`src/rtl/pi_pkg.sv`:
```
package pi_pkg;
  parameter int unsigned REG_W = 5;
  localparam int unsigned NFRONT = 3;
  localparam int unsigned NBACK = 5;
  localparam int unsigned FIRST_BACK = NFRONT;

  typedef enum logic [1:0] {
    CLS_ALU   = 2'd0,
    CLS_LOAD  = 2'd1,
    CLS_STORE = 2'd2
  } cls_e;

  typedef struct packed {
    logic             v;
    cls_e             cls;
    logic [REG_W-1:0] dst;
    logic [REG_W-1:0] sa;
    logic [REG_W-1:0] sb;
    logic             ua;
    logic             ub;
  } instr_t;

  // stage index at whose end the result can be used
  function automatic int ready_stage(cls_e c, logic bp);
    if (!bp) return 7;
    return (c == CLS_LOAD) ? 6 : 4;
  endfunction

  // stage index at whose start the operand is consumed
  function automatic int need_stage(cls_e c, logic is_b, logic bp);
    if (!bp) return 2;
    if (c == CLS_STORE && is_b) return 5;
    return 3;
  endfunction
endpackage

```
`src/rtl/pi_front.sv`:
```
module pi_front
  import pi_pkg::*;
(
  input  logic   clk,
  input  logic   rst,
  input  logic   hold,
  input  instr_t in_i,
  output instr_t rr_o
);
  instr_t fq [NFRONT];

  always_ff @(posedge clk) begin
    if (rst) begin
      for (int i = 0; i < NFRONT; i++) fq[i] <= '0;
    end else if (!hold) begin
      fq[0] <= in_i;
      for (int i = 1; i < NFRONT; i++) fq[i] <= fq[i-1];
    end
  end

  assign rr_o = fq[NFRONT-1];
endmodule

```
`src/rtl/pi_back.sv`:
```
module pi_back
  import pi_pkg::*;
(
  input  logic                 clk,
  input  logic                 rst,
  input  logic                 bubble,
  input  instr_t               rr_i,
  output instr_t [NBACK-1:0]   bk_o
);
  instr_t [NBACK-1:0] bq;

  always_ff @(posedge clk) begin
    if (rst) begin
      bq <= '0;
    end else begin
      bq[0] <= bubble ? instr_t'('0) : rr_i;
      for (int i = 1; i < NBACK; i++) bq[i] <= bq[i-1];
    end
  end

  assign bk_o = bq;
endmodule

```
`src/rtl/pi_hazard.sv`:
```
module pi_hazard
  import pi_pkg::*;
(
  input  logic               bypass_en,
  input  instr_t             rr,
  input  instr_t [NBACK-1:0] bk,
  output logic               stall
);
  logic [NBACK-1:0] hit;

  always_comb begin
    for (int g = 0; g < NBACK; g++) begin
      logic writes;
      logic ma, mb;
      int   lim_a, lim_b;
      writes = bk[g].v && (bk[g].cls != CLS_STORE) && (bk[g].dst != '0);
      ma     = rr.ua && (rr.sa == bk[g].dst);
      mb     = rr.ub && (rr.sb == bk[g].dst);
      // producer at stage p blocks while p <= ready - need + RR index
      lim_a  = ready_stage(bk[g].cls, bypass_en)
             - need_stage(rr.cls, 1'b0, bypass_en) + (NFRONT - 1);
      lim_b  = ready_stage(bk[g].cls, bypass_en)
             - need_stage(rr.cls, 1'b1, bypass_en) + (NFRONT - 1);
      hit[g] = rr.v && writes &&
               ((ma && (int'(FIRST_BACK) + g <= lim_a)) ||
                (mb && (int'(FIRST_BACK) + g <= lim_b)));
    end
  end

  assign stall = |hit;
endmodule

```
`src/rtl/pipe_interlock.sv`:
```
module pipe_interlock
  import pi_pkg::*;
(
  input  logic             clk,
  input  logic             rst,
  input  logic             bypass_en,
  input  logic             in_valid,
  input  logic [1:0]       in_cls,
  input  logic [REG_W-1:0] in_dst,
  input  logic [REG_W-1:0] in_src_a,
  input  logic [REG_W-1:0] in_src_b,
  input  logic             in_use_a,
  input  logic             in_use_b,
  output logic             in_ready,
  output logic             stall,
  output logic             wb_valid,
  output logic [1:0]       wb_cls,
  output logic [REG_W-1:0] wb_dst
);
  instr_t             in_w;
  instr_t             rr_q;
  instr_t [NBACK-1:0] bk_q;
  logic               hz;

  always_comb begin
    in_w     = '0;
    in_w.v   = in_valid;
    in_w.cls = cls_e'(in_cls);
    in_w.dst = in_dst;
    in_w.sa  = in_src_a;
    in_w.sb  = in_src_b;
    in_w.ua  = in_use_a;
    in_w.ub  = in_use_b;
  end

  pi_front u_front (
    .clk  (clk),
    .rst  (rst),
    .hold (hz),
    .in_i (in_w),
    .rr_o (rr_q)
  );

  pi_back u_back (
    .clk    (clk),
    .rst    (rst),
    .bubble (hz),
    .rr_i   (rr_q),
    .bk_o   (bk_q)
  );

  pi_hazard u_hz (
    .bypass_en (bypass_en),
    .rr        (rr_q),
    .bk        (bk_q),
    .stall     (hz)
  );

  assign stall    = hz;
  assign in_ready = !hz;
  assign wb_valid = bk_q[NBACK-1].v;
  assign wb_cls   = bk_q[NBACK-1].cls;
  assign wb_dst   = bk_q[NBACK-1].dst;
endmodule

```
`config.mk`:
```
export PLATFORM = sky130hd
export DESIGN_NAME = pipe_interlock
export DESIGN_NICKNAME = d
export VERILOG_FILES = /design/src/rtl/pi_pkg.sv /design/src/rtl/pi_front.sv /design/src/rtl/pi_back.sv /design/src/rtl/pi_hazard.sv /design/src/rtl/pipe_interlock.sv
export SDC_FILE = /design/constraint.sdc
export NUM_CORES = 1
export LEC_CHECK = 0
export ABC_AREA = 1
export BUFFER_PORTS_ARGS = -buffer_cell sky130_fd_sc_hd__buf_2
export CORE_MARGIN = 4
export CORE_UTILIZATION = 45
export CTS_BUF_LIST = sky130_fd_sc_hd__clkbuf_4 sky130_fd_sc_hd__clkbuf_8
export CTS_CLUSTER_SIZE = 30
export DETAILED_ROUTE_END_ITERATION = 6
export GPL_ROUTABILITY_DRIVEN = 1
export PLACE_DENSITY_LB_ADDON = 0.08
export SLEW_MARGIN = 20
export SYNTH_ARGS = -nofsm -noshare
export SYNTH_HDL_FRONTEND = slang
export SYNTH_SLANG_ARGS = --single-unit
```
`constraint.sdc`:
```
create_clock -name clk -period 4.55 [get_ports clk]
set_clock_uncertainty 0.05 [all_clocks]
set_input_delay 0.6825 -clock clk [delete_from_list [all_inputs] [get_ports clk]]
set_output_delay 0.6825 -clock clk [all_outputs]
set_load 0.02 [all_outputs]
```
==> results of run 1 <==
## cell families after synthesis
| logic type | Yosys count | synth area share |
|---|---|---|
| AO/OA/AOI/OAI | 36 | 0.0416 |
| XOR/XNOR | 7 | 0.0124 |
| adder cells (fa/ha/maj) | 14 | 0.0383 |
| buffers and inverters | 156 | 0.134 |
| flip-flops | 100 | 0.525 |
| AND/OR/NAND/NOR | 273 | 0.249 |
## worst max path at each step
stage          cells past startpoint                             end  slack [ps]
3_5_place_dp                      17                        in_ready         960
4_1_cts                           16                        in_ready         860
6_report                          16                        in_ready         900
5_1_grt                           16                        in_ready         630
3_3_place_gp                      16                        in_ready        1010
2_1_floorplan                     16  u_front.fq[0][0]$_SDFFCE_PN0P_         240
## metrics by stage
stage	hold slack, ps	setup WS (ps)	std cells	total power, mW
6_report	371	897	757	1.66
5_1_grt	404	629	757	1.74
4_1_cts	375	858	757	1.69
3_5_place_dp	369	962	741	1.13
3_3_place_gp	373	1010	741	1.12
2_1_floorplan	361	242	586	1.10
## registers in the layout (all words and copies together), names as in the netlist
name         count
u_front.fq      60
u_back.bk_o     40
## worst min-delay path, cell delays in order (launching register included)
cell	delay, ps
dfxtp_1	310
inv_1	60
nor2_1	40
## synthesized netlist by cell type (3+ instances only)
| master | instances |
|---|---|
| o21ai_0 | 14 |
| o21ai_1 | 3 |
| o211ai_1 | 3 |
| nor2_1 | 113 |
| nor2_4 | 21 |
| a21oi_1 | 8 |
| nand4_1 | 9 |
| nand3_1 | 16 |
| dfxtp_1 | 40 |
| ha_1 | 12 |
| edfxtp_1 | 60 |
| nand2_1 | 107 |
| a211oi_1 | 3 |
| nor3_1 | 4 |
| xor2_1 | 6 |
| clkbuf_1 | 4 |
| inv_1 | 133 |
| buf_4 | 8 |
| buf_2 | 5 |
## report_power, final
group          internal [mW]  switching [mW]  total [mW]
Sequential             0.979          0.0130       0.992
Clock                  0.217           0.338       0.555
Combinational         0.0418          0.0706       0.112
Total                   1.24           0.421        1.66
## metal layers
layer | vias to the layer above | global-route usage | wire length [um]
met2 | 87 | 0.284 | 4770
li1 | 1812 | - | -
met4 | 0 | 0.0601 | 259
met5 | - | 0 | 0
met3 | 21 | 0.0283 | 500
met1 | 1555 | 0.181 | 3900
## cell type report
type / instances / area (um^2) / area share
tap: 140 / 175 / 0.0325
inverter: 135 / 507 / 0.0940
clock inverter: 6 / 57.6 / 0.0107
timing repair buffer: 36 / 215 / 0.0399
clock buffer: 10 / 131 / 0.0244
multi-input combinational: 330 / 1700 / 0.316
sequential: 100 / 2600 / 0.483
==> results.json, run 1 <==
{
  "startpoint": "u_front.fq[0][57]$_SDFFCE_PN0P_",
  "chipWidth_um": 113,
  "path_buf_inv": 6,
  "crit_arrival_ps": 2920,
  "antennaDiodeCount": 0,
  "synth_top_area_frac": 0.363,
  "r2r-start": "u_front.fq[0][57]$_SDFFCE_PN0P_",
  "num_rows": 38,
  "io_buffers": 32,
  "synth.distinct_cells": 31,
  "grt_pass1_vias": 3425,
  "clkLatencyLatePin_ps": 360,
  "vias_per_cell": 4.59,
  "cts_sinks": 100,
  "hold_path_end": "u_back.bk_o[59]$_SDFF_PP0_",
  "finish.utilization": 0.500,
  "synth_area_um2": 4960,
  "finalHoldViolations": 0,
  "grt_antenna_before_repair": 0,
  "routabilityCongestion": 0.872,
  "grt_util_all_layers": 0.156,
  "grt-ovfl-total": 0,
  "h-tree-depth": 3,
  "yosys-top-cells-area": "edfxtp_1 36%, dfxtp_1 16%, inv_1 10%, nor2_1 8.5%, nand2_1 8.1%",
  "worstSetupStartpointType": "flop",
  "drc": 0,
  "finalMaxSlewViolations": 0,
  "min-delay-start": "u_back.bk_o[39]$_SDFF_PP0_",
  "pin_count": 33,
  "holdPathStages": 2,
  "syn_avg_cell_area_um2": 8.47,
  "postCtsHoldBufs": 0,
  "core_area_um2": 10800,
  "peakVddDrop_v": 0.000145,
  "ys_ff_latch": 100,
  "crit_fanout": 6,
  "leakagePower_nw": 2.44,
  "status": "complete, no violations",
  "layout_commonest_cell": "inv_1",
  "min_path_type": "reg2reg",
  "relSlewSlack": 0.574,
  "detail-route-antenna-nets": 0,
  "clkTransAtPathRegs_ps": 110,
  "fin_area_um2": 5390,
  "layout_common_cells": "133 x inv_1, 113 x nor2_1, 106 x nand2_1, 60 x edfxtp_1, 40 x dfxtp_1",
  "synthCells": 586,
  "cts_buffer_depth": 2,
  "num_vias": 3475,
  "grt_start_max_net_pins": 61,
  "drtPass1Iterations": 4,
  "postCtsSetupBuffers": 0,
  "path_cells": "inv_1, nand3_1, ha_1, inv_1, ha_1, inv_1, fa_1, inv_1, nor2_1, nor2_1, nand3_1, nand2_1, nand2_1, nand3_1, inv_1, buf_2",
  "floorplan.initialDensity": 0.460,
  "async_flop_share": 0,
  "worstMarginPinSlew_ps": 640,
  "critPathTopFamily": "adder cells",
  "worst_path_most_repeated_cell": "inv_1",
  "area_growth_pct": 8.68,
  "synth_top_flop_cell": "edfxtp_1",
  "finalSetupViolCount": 0,
  "synth-seq-area-share": 0.525,
  "power_density_nw_per_um2": 308,
  "yosys.area.top_type": "edfxtp_1",
  "die_y_um": 113,
  "r2r_slack_ps": 1310,
  "drv_cap": 0,
  "ys_warn_count": 0,
  "fin_crit_ps": 3650,
  "rsz0062_at_grt": "false",
  "die-area_um2": 12800,
  "synth_edf_count": 60,
  "dp_hpwl_um": 6890,
  "timing.fmax_mhz": 274,
  "routed_wl_um": 9420,
  "post-route-period-util": 0.803,
  "max_stage_delay_ps": 460,
  "cts_root_buf": "clkbuf_8",
  "dr.first_iter.drc_count": 187,
  "ctsResizeCount": 0,
  "cp.required_ps": 3820,
  "grt_first_pass_wirelength_um": 15800,
  "reg2reg_to": "u_front.fq[0][11]$_SDFFCE_PN0P_",
  "nNetsFinal": 649,
  "cts_buffers": 9,
  "fillers": 1041,
  "reg2reg_depth": 18,
  "avgRoutedWirePerCell_um": 12.4,
  "final.setup.tns_ps": 0,
  "end_kind": "output port",
  "crit_slowest_cell": "edfxtp_1",
  "syn-num-nets": 623,
  "crit_type": "reg2out",
  "dpl_cell_area_um2": 5200,
  "cts_tree": "yes",
  "drive_above_1_share": 0.130
}
(Power assumes the default switching activity.)
==> run 2: changes to the inputs <==
==> constraint.sdc (replaced) <==
create_clock -name clk -period 3.35 [get_ports clk]
set_clock_uncertainty 0.05 [all_clocks]
set_input_delay 0.5025 -clock clk [delete_from_list [all_inputs] [get_ports clk]]
set_output_delay 0.5025 -clock clk [all_outputs]
set_load 0.02 [all_outputs]
==> results.json, run 2 (same netlist as run 1, synthesis figures left out) <==
{
  "place_ws_ps": 89.6,
  "grt_util_all_layers": 0.159,
  "fin_crit_ps": 3130,
  "status": "complete, no violations",
  "worstSetupStartpointType": "flop",
  "leakagePower_nw": 2.49,
  "crit_arrival_ps": 2580,
  "peakVddDrop_v": 0.000290,
  "largest_reg_flops": 60,
  "r2r_slack_ps": 470,
  "crit_end": "in_ready",
  "detail-route-antenna-nets": 0,
  "end_kind": "output port",
  "clkTransAtPathRegs_ps": 100,
  "vias_per_cell": 4.60,
  "p_int_mw": 1.68,
  "p_clk_frac": 0.320,
  "grt_start_max_net_pins": 61,
  "timing.fmax_mhz": 320,
  "grt-ovfl-total": 0,
  "dp.cells": 744,
  "die_y_um": 113,
  "drive_above_1_share": 0.144,
  "chipWidth_um": 113,
  "core_area_um2": 10800,
  "dp_hpwl_um": 6960,
  "num_rows": 38,
  "routabilityCongestion": 0.853,
  "setup_ws_ps": 221,
  "cp.required_ps": 2800,
  "grt_antenna_before_repair": 0,
  "grt_first_pass_wirelength_um": 15900,
  "combPwrFrac": 0.072,
  "drv_cap": 0,
  "p_seq_frac": 0.607,
  "antennaDiodeCount": 0,
  "finalSetupViolCount": 0,
  "finalHoldViolations": 0,
  "num_vias": 3515,
  "drc": 0,
  "min_path_type": "in2reg",
  "area_growth_pct": 10.5,
  "relSlewSlack": 0.710,
  "cts_buffers": 9,
  "r2r-start": "u_front.fq[0][57]$_SDFFCE_PN0P_",
  "grt_pass1_vias": 3357,
  "layout_commonest_cell": "inv_1",
  "h-tree-depth": 3,
  "cts_tree": "yes",
  "cts_root_buf": "clkbuf_8",
  "avgRoutedWirePerCell_um": 12.5,
  "crit_fanout": 4,
  "crit_type": "reg2out",
  "clkLatencyLatePin_ps": 370,
  "power_density_nw_per_um2": 405,
  "reg2reg_depth": 17,
  "finalMaxSlewViolations": 0,
  "reg2reg_to": "u_front.fq[0][5]$_SDFFCE_PN0P_",
  "power.share.switching": 0.245,
  "drtPass1Iterations": 4,
  "cts_buffer_depth": 2,
  "dr.first_iter.drc_count": 226,
  "pin_count": 33,
  "die-area_um2": 12800,
  "top_register": "u_front.fq",
  "layout_common_cells": "132 x inv_1, 113 x nor2_1, 106 x nand2_1, 60 x edfxtp_1, 40 x dfxtp_1",
  "postCtsHoldBufs": 0,
  "cts_sinks": 100,
  "final_cells": 764,
  "floorplan.initialDensity": 0.460,
  "post-route-period-util": 0.934,
  "startpoint": "u_front.fq[0][57]$_SDFFCE_PN0P_",
  "worstMarginPinSlew_ps": 434,
  "routed_wl_um": 9570,
  "p_sw_uw": 543,
  "nNetsFinal": 656,
  "io_buffers": 32
}
## run 2: per-layer routing
layer,track usage,part of all wire,vias to the layer above
met4,0.0673,0.025,0
met1,0.184,0.42,1590
met5,0,0,-
met3,0.0369,0.043,18
met2,0.281,0.51,79
li1,-,-,1828
## run 2: how the worst min path moves through the flow
stage                                            endpoint                  startpoint  cells past startpoint  slack, ps
after global routing      u_front.fq[0][10]$_SDFFCE_PN0P_                 in_src_a[3]                      3        380
final                     u_front.fq[0][16]$_SDFFCE_PN0P_                   in_dst[4]                      3        370
after CTS                 u_front.fq[0][15]$_SDFFCE_PN0P_                   in_dst[3]                      3        350
after floorplan                u_back.bk_o[39]$_SDFF_PP0_  u_back.bk_o[19]$_SDFF_PP0_                      2        360
after detailed placement       u_back.bk_o[59]$_SDFF_PP0_  u_back.bk_o[39]$_SDFF_PP0_                      2        370
after global placement         u_back.bk_o[99]$_SDFF_PP0_  u_back.bk_o[79]$_SDFF_PP0_                      2        370
## run 2: repair_timing
item,CTS,global route
resized for setup,2,3
pin swaps,0,2
setup endpoints to repair,2,2
gates cloned,0,0
setup buffers,0,4
## run 2: worst max-delay path, cell delays in order, from the launching register on
cell      delay, ps
edfxtp_1        460
inv_2           140
nand3_4          80
ha_1            280
inv_1            50
ha_1            150
inv_1            50
fa_1            350
inv_1            60
nor2_1           40
nor2_1           70
nand3_1          80
nand2_1          60
nand2_1          70
nand3_2          80
inv_1            40
buf_2           150
## run 2: power groups by stage
stage	Combinational [mW]	Sequential, mW	Clock, mW
2_1_floorplan	0.123	1.37	0
5_1_grt	0.185	1.35	0.789
3_5_place_dp	0.161	1.38	0
4_1_cts	0.162	1.35	0.737
3_3_place_gp	0.158	1.37	0
6_report	0.161	1.35	0.711
## run 2: final cells by class
type	count	area, um^2
tap	140	175
inverter	135	507
sequential	100	2600
multi-input combinational	330	1730
clock inverter	6	46.3
timing repair buffer	43	293
clock buffer	10	131
fill	1029	5310
## run 2: through the flow
step | hold WS, ps | util | instance area [um^2] | total power [mW] | setup TNS [ps]
after global routing | 375 | 0.508 | 5480 | 2.33 | -19.9
after floorplan | 361 | - | 4970 | 1.49 | 0
after global placement | 367 | 0.487 | 5260 | 1.53 | 0
after CTS | 355 | 0.504 | 5440 | 2.25 | 0
after detailed placement | 374 | 0.487 | 5260 | 1.54 | 0
final | 366 | 0.508 | 5480 | 2.22 | 0
